### src/rtl/xdec_pkg.sv
package xdec_pkg;

    localparam int FW     = 4;
    localparam int NSLOT  = 4;
    localparam int WORD_W = FW * NSLOT;
    localparam int LVL_W  = $clog2(NSLOT);
    localparam int DEP_W  = $clog2(NSLOT + 1);
    localparam int IDX_W  = LVL_W + FW;
    localparam int NOPND  = NSLOT - 1;
    localparam int WIDE_W = WORD_W - FW;

    typedef enum logic [LVL_W-1:0] {
        CLS_ZERO  = 2'b00,
        CLS_ONE   = 2'b01,
        CLS_TWO   = 2'b10,
        CLS_THREE = 2'b11
    } cls_t;

    typedef struct packed {
        cls_t                      cls;
        logic [IDX_W-1:0]          idx;
        logic [NOPND-1:0][FW-1:0]  fld;
        logic [WIDE_W-1:0]         wide_addr;
        logic                      wide;
        logic                      illegal;
    } dec_t;

    // Slot 0 is the most significant nibble; out-of-range slots read as zero.
    function automatic logic [FW-1:0] slot_of(input logic [WORD_W-1:0] w, input int s);
        logic [FW-1:0] r;
        r = '0;
        for (int i = 0; i < NSLOT; i++) begin
            if (i == s) r = w[WORD_W-1-i*FW -: FW];
        end
        return r;
    endfunction

endpackage

### src/rtl/xdec_prefix.sv
module xdec_prefix
    import xdec_pkg::*;
(
    input  logic [WORD_W-1:0] word,
    output logic [DEP_W-1:0]  depth,
    output logic              reserved
);
    logic [NSLOT-1:0] ones;

    genvar g;
    generate
        for (g = 0; g < NSLOT; g++) begin : g_slot
            assign ones[g] = &word[WORD_W-1-g*FW -: FW];
        end
    endgenerate

    // Count the run of all-ones slots from the top of the word.
    always_comb begin
        logic run;
        run   = 1'b1;
        depth = '0;
        for (int i = 0; i < NSLOT; i++) begin
            if (run && ones[i]) depth = DEP_W'(i + 1);
            else                run   = 1'b0;
        end
    end

    assign reserved = (depth == DEP_W'(NSLOT));

endmodule

### src/rtl/xdec_fields.sv
module xdec_fields
    import xdec_pkg::*;
(
    input  logic [WORD_W-1:0] word,
    input  logic [DEP_W-1:0]  depth,
    input  logic              reserved,
    input  logic              wide_mode,
    output dec_t              dec
);
    logic [LVL_W-1:0] lvl;
    logic             top_class;

    assign lvl       = depth[LVL_W-1:0];
    assign top_class = (depth == '0);

    always_comb begin
        dec = '0;
        if (reserved) begin
            dec.illegal = 1'b1;
            dec.cls     = CLS_ZERO;
            dec.idx     = '1;
        end else begin
            dec.cls = cls_t'(LVL_W'(NSLOT - 1) - lvl);
            dec.idx = {lvl, slot_of(word, int'(depth))};
            if (top_class && wide_mode) begin
                dec.wide      = 1'b1;
                dec.wide_addr = word[WIDE_W-1:0];
            end else begin
                for (int k = 0; k < NOPND; k++) begin
                    dec.fld[k] = slot_of(word, int'(depth) + 1 + k);
                end
            end
        end
    end

endmodule

### src/rtl/expanding_opcode_decoder.sv
module expanding_opcode_decoder
    import xdec_pkg::*;
(
    input  logic              clk,
    input  logic              rst,
    input  logic              valid_in,
    input  logic              wide_mode,
    input  logic [15:0]       instr,
    output logic              valid_out,
    output logic [1:0]        cls_out,
    output logic [5:0]        op_idx,
    output logic [3:0]        field_a,
    output logic [3:0]        field_b,
    output logic [3:0]        field_c,
    output logic [11:0]       addr_wide,
    output logic              wide_out,
    output logic              illegal_out
);
    logic [DEP_W-1:0] depth;
    logic             reserved;
    dec_t             dec_nxt;
    dec_t             dec_q;
    logic             vld_q;

    xdec_prefix u_prefix (
        .word     (instr),
        .depth    (depth),
        .reserved (reserved)
    );

    xdec_fields u_fields (
        .word      (instr),
        .depth     (depth),
        .reserved  (reserved),
        .wide_mode (wide_mode),
        .dec       (dec_nxt)
    );

    always_ff @(posedge clk) begin
        if (rst) begin
            dec_q <= '0;
            vld_q <= 1'b0;
        end else begin
            vld_q <= valid_in;
            if (valid_in) dec_q <= dec_nxt;
        end
    end

    assign valid_out   = vld_q;
    assign cls_out     = dec_q.cls;
    assign op_idx      = dec_q.idx;
    assign field_a     = dec_q.fld[0];
    assign field_b     = dec_q.fld[1];
    assign field_c     = dec_q.fld[2];
    assign addr_wide   = dec_q.wide_addr;
    assign wide_out    = dec_q.wide;
    assign illegal_out = dec_q.illegal;


    valid_follow_chk: assert property (@(posedge clk) disable iff (rst)
        valid_in |=> valid_out);


    valid_drop_chk: assert property (@(posedge clk) disable iff (rst)
        !valid_in |=> !valid_out);


    hold_chk: assert property (@(posedge clk) disable iff (rst)
        !valid_in |=> ($stable(op_idx) && $stable(cls_out) && $stable(field_a)
                       && $stable(addr_wide) && $stable(illegal_out)));


    reserved_word_chk: assert property (@(posedge clk) disable iff (rst)
        (valid_in && instr == 16'hFFFF) |=> (illegal_out && cls_out == 2'b00));


    three_idx_range_chk: assert property (@(posedge clk) disable iff (rst)
        (cls_out == 2'b11) |-> (op_idx < 6'd15));


    wide_class_chk: assert property (@(posedge clk) disable iff (rst)
        wide_out |-> (cls_out == 2'b11));

endmodule

### config.mk
export PLATFORM = sky130hd
export DESIGN_NAME = expanding_opcode_decoder
export DESIGN_NICKNAME = d
export VERILOG_FILES = /design/src/rtl/xdec_pkg.sv /design/src/rtl/xdec_prefix.sv /design/src/rtl/xdec_fields.sv /design/src/rtl/expanding_opcode_decoder.sv
export SDC_FILE = /design/constraint.sdc
export NUM_CORES = 1
export LEC_CHECK = 0
export BUFFER_PORTS_ARGS = -buffer_cell sky130_fd_sc_hd__clkbuf_2
export CAP_MARGIN = 20
export CORE_MARGIN = 2
export CORE_UTILIZATION = 35
export DETAILED_ROUTE_END_ITERATION = 6
export RECOVER_POWER = 100
export SKIP_CTS_REPAIR_TIMING = 1
export SYNTH_ARGS = -nofsm -noshare
export SYNTH_HDL_FRONTEND = slang
export SYNTH_SLANG_ARGS = --single-unit
### constraint.sdc
create_clock -name clk -period 3.1 [get_ports clk]
set_input_delay 0.155 -clock clk [delete_from_list [all_inputs] [get_ports clk]]
set_output_delay 0.155 -clock clk [all_outputs]
set_load 0.01 [all_outputs]
==> results of run 1 <==
## where the power goes
group	switching, uW	total [uW]	internal (uW)
Combinational	88.2	137	49.2
Sequential	10.2	482	472
Clock	174	331	156
## cells in the final DEF (no fill, tap or decap)
master and n:
sky130_fd_sc_hd__clkbuf_1 39, sky130_fd_sc_hd__dfxtp_1 35, sky130_fd_sc_hd__nor2_1 31, sky130_fd_sc_hd__a21oi_1 20, sky130_fd_sc_hd__clkbuf_2 17, sky130_fd_sc_hd__a22oi_1 12, sky130_fd_sc_hd__nand2_1 9, sky130_fd_sc_hd__a211oi_1 8
sky130_fd_sc_hd__o21ai_0 5, sky130_fd_sc_hd__inv_1 5, sky130_fd_sc_hd__nand3_1 5, sky130_fd_sc_hd__nor2b_1 5, sky130_fd_sc_hd__clkbuf_8 5, sky130_fd_sc_hd__a311o_1 4, sky130_fd_sc_hd__a32oi_1 4, sky130_fd_sc_hd__o21bai_1 4
sky130_fd_sc_hd__a222oi_1 4, sky130_fd_sc_hd__o22ai_1 4, sky130_fd_sc_hd__ha_1 4, sky130_fd_sc_hd__nand4_1 3, sky130_fd_sc_hd__nor3_1 3, sky130_fd_sc_hd__and4_1 2, sky130_fd_sc_hd__clkinvlp_4 2, sky130_fd_sc_hd__nand4_2 1
sky130_fd_sc_hd__or4_1 1, sky130_fd_sc_hd__and2_0 1, sky130_fd_sc_hd__and4_2 1, sky130_fd_sc_hd__and3_2 1, sky130_fd_sc_hd__and2_1 1, sky130_fd_sc_hd__o21a_1 1, sky130_fd_sc_hd__o211ai_1 1, sky130_fd_sc_hd__o211a_1 1
sky130_fd_sc_hd__o41ai_1 1, sky130_fd_sc_hd__clkinv_2 1, sky130_fd_sc_hd__buf_4 1
## cells by family (layout without fill, tap and decap cells)
family	Yosys count	count (layout)	share of synthesized area
flops	35	35	0.430
compound gates	69	69	0.294
buf+inv	19	70	0.0530
simple gates	64	64	0.191
fa+ha+maj	4	4	0.0307
## metrics by stage
step / utilization / area [um^2] / hold slack, ns
floorplan: - / 1630 / 0.299
global placement: 0.435 / 1920 / 0.444
detailed placement: 0.435 / 1920 / 0.454
CTS: 0.455 / 2010 / 0.191
global route: 0.442 / 1950 / 0.227
finish: 0.442 / 1950 / 0.190
## critical path, cell delays in order
cell                       delay [ns]
sky130_fd_sc_hd__clkbuf_2        0.15
sky130_fd_sc_hd__nand4_2         0.25
sky130_fd_sc_hd__or4_1           0.80
sky130_fd_sc_hd__and3_2          0.33
sky130_fd_sc_hd__ha_1            0.18
sky130_fd_sc_hd__ha_1            0.28
sky130_fd_sc_hd__and2_1          0.24
sky130_fd_sc_hd__a311o_1         0.34
sky130_fd_sc_hd__a211oi_1        0.18
## routing by layer
layer  GRT usage  share of wire
met5           0              0
met4      0.0545          0.013
met3      0.0611          0.091
met2       0.274           0.45
met1       0.249           0.45
## area by class of cell
cell class / instances / area, um^2
Clock buffer: 5 / 68.8
Fill cell: 465 / 2460
Tap cell: 52 / 65.1
Timing Repair Buffer: 57 / 239
Inverter: 5 / 18.8
Clock inverter: 3 / 20.0
Multi-Input combinational cell: 137 / 837
Sequential cell: 35 / 701
## sequential cells by signal, summed over array words and instances, names as in the netlist
name / flops
addr_wide: 12
cls_out: 2
field_a: 4
field_b: 4
field_c: 4
illegal_out: 1
op_idx: 6
valid_out: 1
wide_out: 1
## worst max path at each step
stage,startpoint,to,slack (ns),depth (start not counted)
CTS,instr[8],field_a[3],0.56,9
detailed placement,instr[8],field_a[3],0.27,9
global route,instr[8],field_a[3],0.26,9
global placement,instr[9],field_a[3],0.34,9
floorplan,instr[8],field_a[3],0.51,10
finish,instr[8],field_a[3],0.39,9
==> impl_metrics.env, run 1 <==
export IMPL_synth_most_common_cell="sky130_fd_sc_hd__dfxtp_1"
export IMPL_syn_cell_area_um2=1630
export IMPL_cts_sinks=35
export IMPL_insertion_delay_ns=0.29
export IMPL_io_buffers=54
export IMPL_drt_first_pass_iters=5
export IMPL_final_layout_size_suffix_gt1_frac=0.120
export IMPL_finClkSkew_ns=0
export IMPL_synth_seq_area_share=0.430
export IMPL_arrival_ns=2.91
export IMPL_finalHoldViolCount=0
export IMPL_slew_headroom=0.505
export IMPL_ys_types=32
export IMPL_worst_margin_slew_ns=0.741
export IMPL_placement_rows=24
export IMPL_netlist_area_leader_share=0.430
export IMPL_place_hpwl_um=3250
export IMPL_path_class="in -> reg"
export IMPL_boundaryPins=55
export IMPL_leakage_power_uw=0.000746
export IMPL_ys_ff_latch=35
export IMPL_unrepaired_setup_endpoints_after_global_routing="false"
export IMPL_final_antenna_net_count=0
export IMPL_fin_setup_tns_ns=0
export IMPL_die_height_um=72.2
export IMPL_cells_after_synthesis=191
export IMPL_synth_top_area_cell="sky130_fd_sc_hd__dfxtp_1"
export IMPL_grt_start_max_net_pins=35
export IMPL_run_status="complete, no violations"
export IMPL_design_core_area_um2=4410
export IMPL_cts_buffers=5
export IMPL_clock_pin_slew_on_the_worst_setup_and_hold_paths_ns=0.08
export IMPL_clockBufferDepth=2
export IMPL_synth_common_cells="35 x sky130_fd_sc_hd__dfxtp_1, 31 x sky130_fd_sc_hd__nor2_1, 20 x sky130_fd_sc_hd__a21oi_1"
export IMPL_insertedDiodeCount=0
export IMPL_crit_fanout=11
export IMPL_reg2regPathDepth=3
export IMPL_hold_class="in -> reg"
export IMPL_min_delay_start="instr[9]"
export IMPL_synth_enable_flop_cells=0
export IMPL_post_layout_total_power_uw=950
export IMPL_numPlacedInstances=286
export IMPL_netlist_top_cells_area="sky130_fd_sc_hd__dfxtp_1 43%, sky130_fd_sc_hd__nor2_1 7.1%, sky130_fd_sc_hd__a21oi_1 6.1%"
export IMPL_syn_area_per_cell_um2=8.52
export IMPL_final_clock_period_utilization_by_the_worst_path=0.875
export IMPL_final_cell_count_no_fill=294
export IMPL_first_global_vias=1501
export IMPL_antenna_found_initial=0
export IMPL_syn_num_nets=215
export IMPL_ys_async_sr_fraction=0
export IMPL_power_per_cell_area_nw_per_um2=487
export IMPL_drv_slew=0
export IMPL_grt_usage=0.183
export IMPL_overflow_left_after_global_routing=0
export IMPL_timing_hold_worst_endpoint="addr_wide[9]"
export IMPL_route_vias_total=1657
export IMPL_setup_violation_total_in_the_final_timing_report=0
export IMPL_gp_congestion=0.865
export IMPL_primary_ff_master_synth="sky130_fd_sc_hd__dfxtp_1"
export IMPL_reg2reg_to="field_a[1]"
export IMPL_wl_per_cell_um=15.8
export IMPL_cts_max_level=2
export IMPL_routed_wirelength_um=4660
export IMPL_vdd_ir_drop_worst_uv=351
export IMPL_regToRegSetupSlack_ns=2.23
export IMPL_post_route_drc_count=0
export IMPL_num_nets_final=265
export IMPL_wire_length_of_the_first_global_routing_pass_um=7450
export IMPL_maxCapViolations=0
export IMPL_initial_util=0.369
export IMPL_achievable_frequency_mhz=369
export IMPL_area_growth_synth_to_final_pct=19.8
export IMPL_die_w_um=72.2
export IMPL_post_route_min_period_ns=2.71
export IMPL_worstPathRequired_ns=3.30
export IMPL_timing_critical_path_to_type="register"
export IMPL_setup_slack_ns=0.387
export IMPL_clockRootBuffer="sky130_fd_sc_hd__clkbuf_8"
export IMPL_worst_reg2reg_startpoint="field_a[1]"
export IMPL_preCtsSetupSlack_ns=0.274
export IMPL_design_die_area_um2=5210
export IMPL_yosys_warnings=0
export IMPL_hold_depth=3
export IMPL_tritoncts_clock_tree="built"
export IMPL_drtIter0Drc=134
export IMPL_via_per_inst=5.64
export IMPL_worst_setup_path_start_kind="input port"
Power figures use the tool's default switching activity.
==> run 2: changes to the inputs <==
- CORE_UTILIZATION: 35 -> 49
- PLACE_DENSITY: not set -> 0.78
==> run 2 against run 1 <==
- utilization is 19 points higher
- total power rose by 8.0%
- global-route usage grew 7.5 points
- non-clock buffer count unchanged
- via count grew 3.0%
- clock-buffer cell count rose by 1
- hold slack lost 0.038 ns
- final area rose by 0.13%
- critical path depth did not move
- sequential power is essentially flat
- critical path type unchanged
==> impl_metrics.env, run 2 (synthesis results as in run 1) <==
export IMPL_max_reg_flops=12
export IMPL_grt_start_max_net_pins=35
export IMPL_share_seq_of_total_power=0.470
export IMPL_antenna_found_initial=0
export IMPL_first_global_vias=1504
export IMPL_wl_per_cell_um=15.7
export IMPL_arrival_ns=2.94
export IMPL_tritoncts_clock_tree="built"
export IMPL_final_clock_period_utilization_by_the_worst_path=0.872
export IMPL_design_core_area_um2=3100
export IMPL_finClkSkew_ns=0
export IMPL_min_delay_start="instr[11]"
export IMPL_finalHoldViolCount=0
export IMPL_via_per_inst=5.97
export IMPL_die_w_um=61.6
export IMPL_insertion_delay_ns=0.33
export IMPL_multiInputGateArea_um2=837
export IMPL_place_hpwl_um=3050
export IMPL_power_frac_comb=0.134
export IMPL_internal_power_uw=773
export IMPL_worst_margin_slew_ns=0.772
export IMPL_num_nets_final=265
export IMPL_layout_common_cells="40 x sky130_fd_sc_hd__clkbuf_1, 35 x sky130_fd_sc_hd__dfxtp_1, 31 x sky130_fd_sc_hd__nor2_1"
export IMPL_slew_headroom=0.478
export IMPL_numPlacedInstances=278
export IMPL_gp_congestion=0.944
export IMPL_worst_setup_path_start_kind="input port"
export IMPL_power_frac_clock=0.396
export IMPL_leakage_power_uw=0.000757
export IMPL_vdd_ir_drop_worst_uv=331
export IMPL_power_per_cell_area_nw_per_um2=526
export IMPL_cts_max_level=2
export IMPL_cts_sinks=35
export IMPL_final_cell_count_no_fill=286
export IMPL_hold_class="in -> reg"
export IMPL_design_die_area_um2=3800
export IMPL_clock_pin_slew_on_the_worst_setup_and_hold_paths_ns=0.11
export IMPL_boundaryPins=55
export IMPL_timing_critical_path_from="instr[8]"
export IMPL_capture_point_of_the_worst_path="field_a[3]"
export IMPL_hold_depth=3
export IMPL_maxCapViolations=0
export IMPL_area_sequential_um2=701
export IMPL_placement_rows=20
export IMPL_grt_usage=0.258
export IMPL_fill_cell_total_of_the_finished_layout=317
export IMPL_initial_util=0.525
export IMPL_clockRootBuffer="sky130_fd_sc_hd__clkbuf_4"
export IMPL_final_layout_size_suffix_gt1_frac=0.116
export IMPL_wire_length_of_the_first_global_routing_pass_um=7260
export IMPL_clockBufferDepth=2
export IMPL_achievable_frequency_mhz=370
export IMPL_io_buffers=54
export IMPL_drtIter0Drc=116
export IMPL_setup_violation_total_in_the_final_timing_report=0
export IMPL_insertedDiodeCount=0
export IMPL_drt_first_pass_iters=4
export IMPL_route_vias_total=1707
export IMPL_cts_buffers=5
export IMPL_area_growth_synth_to_final_pct=19.9
export IMPL_switching_share=0.247
export IMPL_unrepaired_setup_endpoints_after_global_routing="false"
export IMPL_drv_slew=0
export IMPL_reg2regPathDepth=3
export IMPL_fin_setup_tns_ns=0
export IMPL_final_common_cell="sky130_fd_sc_hd__clkbuf_1"
export IMPL_crit_fanout=11
export IMPL_run_status="complete, no violations"
export IMPL_path_class="in -> reg"
export IMPL_regToRegSetupSlack_ns=2.19
export IMPL_post_route_min_period_ns=2.70
export IMPL_worstPathRequired_ns=3.34
export IMPL_overflow_left_after_global_routing=0
export IMPL_reg2reg_to="field_a[0]"
export IMPL_routed_wirelength_um=4480
export IMPL_worst_reg2reg_startpoint="field_a[0]"
export IMPL_netSwitchingPower_uw=253
export IMPL_die_height_um=61.6
export IMPL_timing_critical_path_to_type="register"
export IMPL_final_antenna_net_count=0
export IMPL_post_route_drc_count=0
## run 2: final cells by class
class                           instances  area share
Tap cell                               44      0.0282
Clock buffer                            6      0.0212
Clock inverter                          2      0.0308
Inverter                                5     0.00962
Timing Repair Buffer                   57       0.122
Multi-Input combinational cell        137       0.429
Sequential cell                        35       0.359
## run 2: how the worst min path moves through the flow
stage / slack [ns] / to
after detailed placement: 0.46 / field_c[2]
final: 0.15 / addr_wide[11]
after global routing: 0.16 / field_c[0]
after floorplan: 0.30 / addr_wide[0]
after global placement: 0.45 / field_c[2]
after CTS: 0.15 / addr_wide[11]
## run 2: stage by stage
| stage | hold slack (ns) | power, uW | util | setup WS, ns | instance area (um^2) |
|---|---|---|---|---|---|
| 6_report | 0.152 | 1030 | 0.629 | 0.397 | 1950 |
| 5_1_grt | 0.163 | 1070 | 0.629 | 0.282 | 1950 |
| 4_1_cts | 0.145 | 1040 | 0.648 | 0.637 | 2010 |
| 3_5_place_dp | 0.455 | 634 | 0.615 | 0.323 | 1910 |
| 3_3_place_gp | 0.446 | 634 | 0.615 | 0.382 | 1910 |
| 2_1_floorplan | 0.299 | 571 | - | 0.507 | 1630 |
## run 2: power by group through the flow
stage | sequential, uW | combinational (uW) | clock, uW
2_1_floorplan | 503 | 68.2 | 0
3_3_place_gp | 492 | 141 | 0
3_5_place_dp | 493 | 141 | 0
4_1_cts | 482 | 143 | 410
5_1_grt | 486 | 151 | 431
6_report | 482 | 138 | 406
## run 2: per-layer routing
metal,vias to the layer above,wire [um],GRT usage
met2,84,2030,0.412
met5,-,0,0
met1,804,2070,0.363
met4,0,36,0.0638
met3,7,346,0.0420
li1,812,-,-
## run 2: worst max-delay path: stages
cell,delay (ns)
sky130_fd_sc_hd__clkbuf_2,0.15
sky130_fd_sc_hd__nand4_2,0.24
sky130_fd_sc_hd__or4_1,0.78
sky130_fd_sc_hd__and3_2,0.33
sky130_fd_sc_hd__ha_1,0.18
sky130_fd_sc_hd__ha_1,0.28
sky130_fd_sc_hd__and2_0,0.27
sky130_fd_sc_hd__a311o_1,0.37
sky130_fd_sc_hd__a211oi_1,0.18
